## config.mk

```make
export PLATFORM = sky130hd
export DESIGN_NAME = sram_bus_ctrl
export DESIGN_NICKNAME = d
export VERILOG_FILES = /design/src/rtl/sram_ctrl_pkg.sv /design/src/rtl/sram_phase_timer.sv /design/src/rtl/sram_strobe_decode.sv /design/src/rtl/sram_xfer_regs.sv /design/src/rtl/sram_bus_ctrl.sv
export SDC_FILE = /design/constraint.sdc
export NUM_CORES = 1
export LEC_CHECK = 0
export CORE_MARGIN = 3
export CORE_UTILIZATION = 39
export DETAILED_ROUTE_END_ITERATION = 16
export PLACE_DENSITY = 0.73
export SYNTH_ARGS = -nofsm -noshare
export SYNTH_HDL_FRONTEND = slang
export SYNTH_SLANG_ARGS = --single-unit
```

## constraint.sdc

```tcl
create_clock -name clk -period 2.2 [get_ports clk]
set_input_delay 0.66 -clock clk [delete_from_list [all_inputs] [get_ports clk]]
set_output_delay 0.66 -clock clk [all_outputs]
set_load 0.02 [all_outputs]
```

## src/rtl/sram_ctrl_pkg.sv

```systemverilog
`timescale 1ns/1ps
package sram_ctrl_pkg;

  typedef enum logic [2:0] {
    ST_IDLE,
    ST_RD_SETUP,
    ST_RD_WAIT,
    ST_RD_DONE,
    ST_WR_SETUP,
    ST_WR_PULSE,
    ST_WR_HOLD,
    ST_RECOVER
  } ctrl_state_t;

  // Write strobe length: long enough for both pulse width and data setup.
  function automatic int unsigned strobe_cycles(int unsigned wpulse, int unsigned dsetup);
    return (wpulse >= dsetup) ? wpulse : dsetup;
  endfunction

  // Phases of an accepted write; these are never cut short by power loss.
  function automatic logic in_write(ctrl_state_t s);
    return (s == ST_WR_SETUP) || (s == ST_WR_PULSE) || (s == ST_WR_HOLD);
  endfunction

  // Phases in which the memory is selected.
  function automatic logic wants_select(ctrl_state_t s);
    return (s == ST_RD_SETUP) || (s == ST_RD_WAIT) ||
           (s == ST_WR_SETUP) || (s == ST_WR_PULSE);
  endfunction

endpackage

```

## src/rtl/sram_phase_timer.sv

```systemverilog
`timescale 1ns/1ps
module sram_phase_timer #(
  parameter int CNT_W = 8
) (
  input  logic             clk,
  input  logic             rst_n,
  input  logic             load_i,
  input  logic [CNT_W-1:0] load_val_i,
  output logic             expired_o
);
  logic [CNT_W-1:0] cnt_q;

  always_ff @(posedge clk) begin
    if (!rst_n)                 cnt_q <= '0;
    else if (load_i)            cnt_q <= load_val_i;
    else if (cnt_q != '0)       cnt_q <= cnt_q - 1'b1;
  end

  assign expired_o = (cnt_q == '0);
endmodule

```

## src/rtl/sram_strobe_decode.sv

```systemverilog
`timescale 1ns/1ps
module sram_strobe_decode
  import sram_ctrl_pkg::*;
(
  input  ctrl_state_t state_i,
  input  logic        pwr_good_i,
  output logic        ce_n_o,
  output logic        oe_n_o,
  output logic        we_n_o,
  output logic        dq_oe_o
);
  // A write already accepted keeps its select; anything else drops on power loss.
  logic sel_allowed;
  assign sel_allowed = pwr_good_i || in_write(state_i);

  assign ce_n_o  = !(wants_select(state_i) && sel_allowed);
  assign oe_n_o  = !((state_i == ST_RD_WAIT) && pwr_good_i);
  assign we_n_o  = !(state_i == ST_WR_PULSE);
  assign dq_oe_o = (state_i == ST_WR_PULSE) || (state_i == ST_WR_HOLD);
endmodule

```

## src/rtl/sram_xfer_regs.sv

```systemverilog
`timescale 1ns/1ps
module sram_xfer_regs #(
  parameter int ADDR_W = 17,
  parameter int DATA_W = 8
) (
  input  logic              clk,
  input  logic              rst_n,
  input  logic              accept_i,
  input  logic [ADDR_W-1:0] addr_i,
  input  logic [DATA_W-1:0] wdata_i,
  input  logic              capture_i,
  input  logic [DATA_W-1:0] rdata_i,
  input  logic              resp_set_i,
  input  logic              err_i,
  output logic [ADDR_W-1:0] addr_o,
  output logic [DATA_W-1:0] wdata_o,
  output logic [DATA_W-1:0] rdata_o,
  output logic              resp_valid_o,
  output logic              resp_err_o
);
  always_ff @(posedge clk) begin
    if (!rst_n) begin
      addr_o       <= '0;
      wdata_o      <= '0;
      rdata_o      <= '0;
      resp_valid_o <= 1'b0;
      resp_err_o   <= 1'b0;
    end else begin
      if (accept_i) begin
        addr_o  <= addr_i;
        wdata_o <= wdata_i;
      end
      if (capture_i) rdata_o <= rdata_i;
      resp_valid_o <= resp_set_i;
      resp_err_o   <= resp_set_i && err_i;
    end
  end
endmodule

```

## src/rtl/sram_bus_ctrl.sv

```systemverilog
`timescale 1ns/1ps
module sram_bus_ctrl
  import sram_ctrl_pkg::*;
#(
  parameter int ADDR_W       = 17,
  parameter int DATA_W       = 8,
  parameter int CNT_W        = 8,
  parameter int T_ADDR_SETUP = 1,
  parameter int T_ACCESS     = 3,
  parameter int T_WPULSE     = 2,
  parameter int T_DSETUP     = 3,
  parameter int T_HOLD       = 2,
  parameter int T_RECOVER    = 2
) (
  input  logic              clk,
  input  logic              rst_n,
  input  logic              req_valid,
  input  logic              req_write,
  input  logic [ADDR_W-1:0] req_addr,
  input  logic [DATA_W-1:0] req_wdata,
  output logic              req_ready,
  output logic              resp_valid,
  output logic              resp_err,
  output logic [DATA_W-1:0] resp_rdata,
  input  logic              pwr_good,
  output logic              mem_ce_n,
  output logic              mem_oe_n,
  output logic              mem_we_n,
  output logic [ADDR_W-1:0] mem_addr,
  output logic [DATA_W-1:0] mem_dq_out,
  input  logic [DATA_W-1:0] mem_dq_in,
  output logic              mem_dq_oe
);
  localparam int STROBE_LEN = int'(strobe_cycles(T_WPULSE, T_DSETUP));

  ctrl_state_t st_q, st_nxt;

  // Named internal events, visible to the checker and to waveforms.
  logic accept_w, capture_w, wr_done_w, err_ev_w, resp_set_w, load_w, expired_w;
  logic [CNT_W-1:0] load_val_w;

  // Cycle count minus one for the phase being entered.
  function automatic logic [CNT_W-1:0] phase_load(ctrl_state_t s);
    case (s)
      ST_RD_SETUP, ST_WR_SETUP: return CNT_W'(T_ADDR_SETUP - 1);
      ST_RD_WAIT:               return CNT_W'(T_ACCESS - 1);
      ST_WR_PULSE:              return CNT_W'(STROBE_LEN - 1);
      ST_WR_HOLD:               return CNT_W'(T_HOLD - 1);
      ST_RECOVER:               return CNT_W'(T_RECOVER - 1);
      default:                  return '0;
    endcase
  endfunction

  always_comb begin
    st_nxt    = st_q;
    accept_w  = 1'b0;
    capture_w = 1'b0;
    wr_done_w = 1'b0;
    err_ev_w  = 1'b0;
    case (st_q)
      ST_IDLE: begin
        if (req_valid) begin
          accept_w = 1'b1;
          if (!pwr_good) begin
            st_nxt   = ST_RD_DONE;
            err_ev_w = 1'b1;
          end else if (req_write) begin
            st_nxt = ST_WR_SETUP;
          end else begin
            st_nxt = ST_RD_SETUP;
          end
        end
      end
      ST_RD_SETUP: begin
        if (!pwr_good) begin
          st_nxt   = ST_RD_DONE;
          err_ev_w = 1'b1;
        end else if (expired_w) begin
          st_nxt = ST_RD_WAIT;
        end
      end
      ST_RD_WAIT: begin
        if (!pwr_good) begin
          st_nxt   = ST_RD_DONE;
          err_ev_w = 1'b1;
        end else if (expired_w) begin
          st_nxt    = ST_RD_DONE;
          capture_w = 1'b1;
        end
      end
      ST_RD_DONE:  st_nxt = ST_RECOVER;
      ST_WR_SETUP: if (expired_w) st_nxt = ST_WR_PULSE;
      ST_WR_PULSE: if (expired_w) st_nxt = ST_WR_HOLD;
      ST_WR_HOLD: begin
        if (expired_w) begin
          st_nxt    = ST_RECOVER;
          wr_done_w = 1'b1;
        end
      end
      ST_RECOVER:  if (expired_w) st_nxt = ST_IDLE;
      default:     st_nxt = ST_IDLE;
    endcase
  end

  assign load_w     = (st_nxt != st_q);
  assign load_val_w = phase_load(st_nxt);
  assign resp_set_w = ((st_nxt == ST_RD_DONE) && (st_q != ST_RD_DONE)) || wr_done_w;
  assign req_ready  = (st_q == ST_IDLE);

  always_ff @(posedge clk) begin
    if (!rst_n) st_q <= ST_IDLE;
    else        st_q <= st_nxt;
  end

  sram_phase_timer #(.CNT_W(CNT_W)) u_timer (
    .clk        (clk),
    .rst_n      (rst_n),
    .load_i     (load_w),
    .load_val_i (load_val_w),
    .expired_o  (expired_w)
  );

  sram_strobe_decode u_strobe (
    .state_i    (st_q),
    .pwr_good_i (pwr_good),
    .ce_n_o     (mem_ce_n),
    .oe_n_o     (mem_oe_n),
    .we_n_o     (mem_we_n),
    .dq_oe_o    (mem_dq_oe)
  );

  sram_xfer_regs #(.ADDR_W(ADDR_W), .DATA_W(DATA_W)) u_regs (
    .clk          (clk),
    .rst_n        (rst_n),
    .accept_i     (accept_w),
    .addr_i       (req_addr),
    .wdata_i      (req_wdata),
    .capture_i    (capture_w),
    .rdata_i      (mem_dq_in),
    .resp_set_i   (resp_set_w),
    .err_i        (err_ev_w),
    .addr_o       (mem_addr),
    .wdata_o      (mem_dq_out),
    .rdata_o      (resp_rdata),
    .resp_valid_o (resp_valid),
    .resp_err_o   (resp_err)
  );
endmodule

```

==> impl_metrics.json <==
{
  "initialDrtViolationCount": 86,
  "die-area_mm2": 0.00592,
  "crit_family": "simple AND/OR/NAND/NOR gates",
  "fin_skew_ns": 0.00477,
  "drc_errors": 0,
  "htreeDepth": 2,
  "slew_headroom": 0.746,
  "grt_max_degree": 36,
  "yosysTopAreaCell": "dfxtp_1",
  "synth_edf_count": 0,
  "cpPeakStageDelay_ns": 0.25,
  "slew_viol_final": 0,
  "core-area_mm2": 0.00479,
  "syn-num-nets": 281,
  "synthTopCellsByArea": "dfxtp_1 47%, nand2_1 11%, a21oi_1 7.9%",
  "fin_util": 0.648,
  "hpwl_um": 3450,
  "clockRootBuffer": "clkbuf_8",
  "vias_per_cell": 4.72,
  "final_cells": 412,
  "place_inst": 398,
  "wirelength_um": 5070,
  "timing.fmax_ghz": 0.468,
  "drive_gt1_frac": 0.154,
  "ir_drop_v": 0.000629,
  "critPathKind": "input pin to output pin",
  "r2r-end": "u_timer.cnt_q[1]",
  "end_kind": "output pin",
  "tritoncts": "yes",
  "synth.most_common_cell": "nand2_1",
  "crit_required_ns": 1.54,
  "hold-worst-slack_ns": 0.456,
  "status": "complete, no violations",
  "start_util": 0.410,
  "dr.pass1.iters": 4,
  "path_buf_inv": 2,
  "ys_seq_area_frac": 0.469,
  "fin_crit_ns": 2.14,
  "max-clock-path-buffers": 2,
  "grt_usage": 0.175,
  "dpl_cell_area_mm2": 0.00296,
  "ys_seq_elements": 46,
  "holdBufCountCts": 0,
  "rows": 25,
  "grt_pass1_vias": 1891,
  "synth_area_mm2": 0.00196,
  "p_leak_nw": 1.25,
  "synth_cells": 242,
  "synth_top_flop_cell": "dfxtp_1",
  "grt_overflow_total": 0,
  "finalCritPeriodShare": 0.972,
  "critPathCapture": "mem_ce_n",
  "cts_buffers": 5,
  "yosysWarnings": 0,
  "critical_path.startpoint": "pwr_good",
  "nets": 383,
  "worst-endpoint-arrival_ns": 1.48,
  "antenna_found_initial": 0,
  "vias": 1945,
  "synth_cell_types": 42,
  "clk_latency_ns": 0.30,
  "avgSynthCellArea_um2": 8.11,
  "die_h_um": 77.0,
  "drv_cap": 0,
  "cts.sinks": 46,
  "rrSetupSlack_ns": 0.11,
  "reg2regPathDepth": 8,
  "path_cells": "dlygate4sd2_1 -> nand2_1 -> nor3_2 -> nor2_1 -> buf_4",
  "ys_async_sr_fraction": 0,
  "io_pins": 78,
  "die-width_um": 77.0,
  "start_kind": "input pin",
  "reg2reg_from": "u_timer.cnt_q[0]",
  "hold_viol_final": 0,
  "setup_ws_ns": 0.0625,
  "portBuffers": 77,
  "yosysTopAreaCellShare": 0.469,
  "tightest_slew_ns": 0.381,
  "hp-class": "flip-flop to flip-flop",
  "total_power_mw": 3.72,
  "cp_slowest_cell": "nor3_2",
  "finalSetupViolCount": 0,
  "final_area_mm2": 0.00310,
  "area.growth.synth_to_final_pct": 58.0,
  "clk_pin_slew_ns": 0.08,
  "diodes": 0,
  "detail-route-antenna-nets": 0,
  "cellPowerDensity_mw_per_mm2": 1200,
  "setup_tns_ns": 0,
  "wire_per_inst_um": 12.3,
  "grt_pass1_wl_um": 8410,
  "gp_congestion": 0.815,
  "crit_path_max_fanout": 3,
  "yosys-top-cells-count": "60 x nand2_1, 46 x dfxtp_1, 31 x a21oi_1",
  "cp.depth": 5,
  "place_ws_ns": -0.598
}
==> flip-flops by register name, summed over array words and instances, names as in the netlist <==
register / flops
st_q: 3
u_regs.addr_o: 17
u_regs.rdata_o: 8
u_regs.resp_err_o: 1
u_regs.resp_valid_o: 1
u_regs.wdata_o: 8
u_timer.cnt_q: 8
==> worst min-delay path by stage <==
stage               cells past startpoint           endpoint               from
floorplan                               2   u_timer.cnt_q[2]   u_timer.cnt_q[2]
global placement                        2  u_regs.wdata_o[6]  u_regs.wdata_o[6]
detailed placement                      2  u_regs.wdata_o[3]  u_regs.wdata_o[3]
CTS                                     2  u_regs.wdata_o[3]  u_regs.wdata_o[3]
global route                            2   u_regs.addr_o[5]   u_regs.addr_o[5]
finish                                  2  u_regs.wdata_o[7]  u_regs.wdata_o[7]
==> metal layers <==
| metal | share of wire | global-route usage |
|---|---|---|
| met2 | 0.47 | 0.281 |
| met4 | 0.012 | 0.0598 |
| met3 | 0.080 | 0.0763 |
| met1 | 0.43 | 0.209 |
| met5 | 0 | 0 |
==> repair_timing <==
action / in CTS / in global routing
buffers inserted: 4 / 2
resized for setup: 16 / 3
endpoints found under the setup margin: 5 / 4
pin swaps: 1 / 0
==> area by class of cell <==
cell class / count / area (µm²)
Fill cell: 418 / 1680
Timing Repair Buffer: 107 / 996
Multi-Input combinational cell: 178 / 990
Sequential cell: 46 / 923
Tap cell: 67 / 83.8
Clock buffer: 6 / 72.6
Inverter: 6 / 22.5
Clock inverter: 2 / 13.8
==> worst min-delay path, delay by kind of cell (launching register included) <==
family           cells  cell delay, ns
flip-flops           1            0.31
AND/OR/NAND/NOR      1            0.05
AO/OA/AOI/OAI        1            0.05
==> cells in the final DEF (no fill, tap or decap), types with 2 or more instances in the layout <==
| cell | instances |
|---|---|
| clkbuf_8 | 5 |
| nor2b_1 | 2 |
| o21ai_0 | 2 |
| dlygate4sd2_1 | 4 |
| nand2_1 | 60 |
| and2_1 | 4 |
| xor2_1 | 2 |
| nor2_1 | 26 |
| clkdlybuf4s50_1 | 71 |
| mux2i_1 | 9 |
| a21oi_1 | 31 |
| nand3_1 | 4 |
| buf_4 | 30 |
| dfxtp_1 | 44 |
| inv_1 | 5 |
| nor4_1 | 2 |
| xnor2_1 | 4 |
| nand3b_1 | 3 |
| dfxtp_2 | 2 |
| nor3_1 | 3 |
==> logic make-up after synthesis <==
logic type / after synthesis / synth area share
AOI/OAI and AO/OA: 44 / 0.138
muxes: 9 / 0.0459
buffers and inverters: 18 / 0.0357
adders and majority gates: 1 / 0.00637
xor gates and xnor gates: 7 / 0.0312
and+or+nand+nor: 117 / 0.274
DFF: 46 / 0.469
==> power breakdown <==
| part | leakage [nW] | internal, mW | switching (mW) | total, mW |
|---|---|---|---|---|
| logic | 0.825 | 1.05 | 1.02 | 2.08 |
| clock network | 0.0452 | 0.224 | 0.281 | 0.505 |
| registers | 0.376 | 1.00 | 0.135 | 1.14 |
| total | 1.25 | 2.28 | 1.44 | 3.72 |
Note: power is estimated with default switching activity, not from simulation.
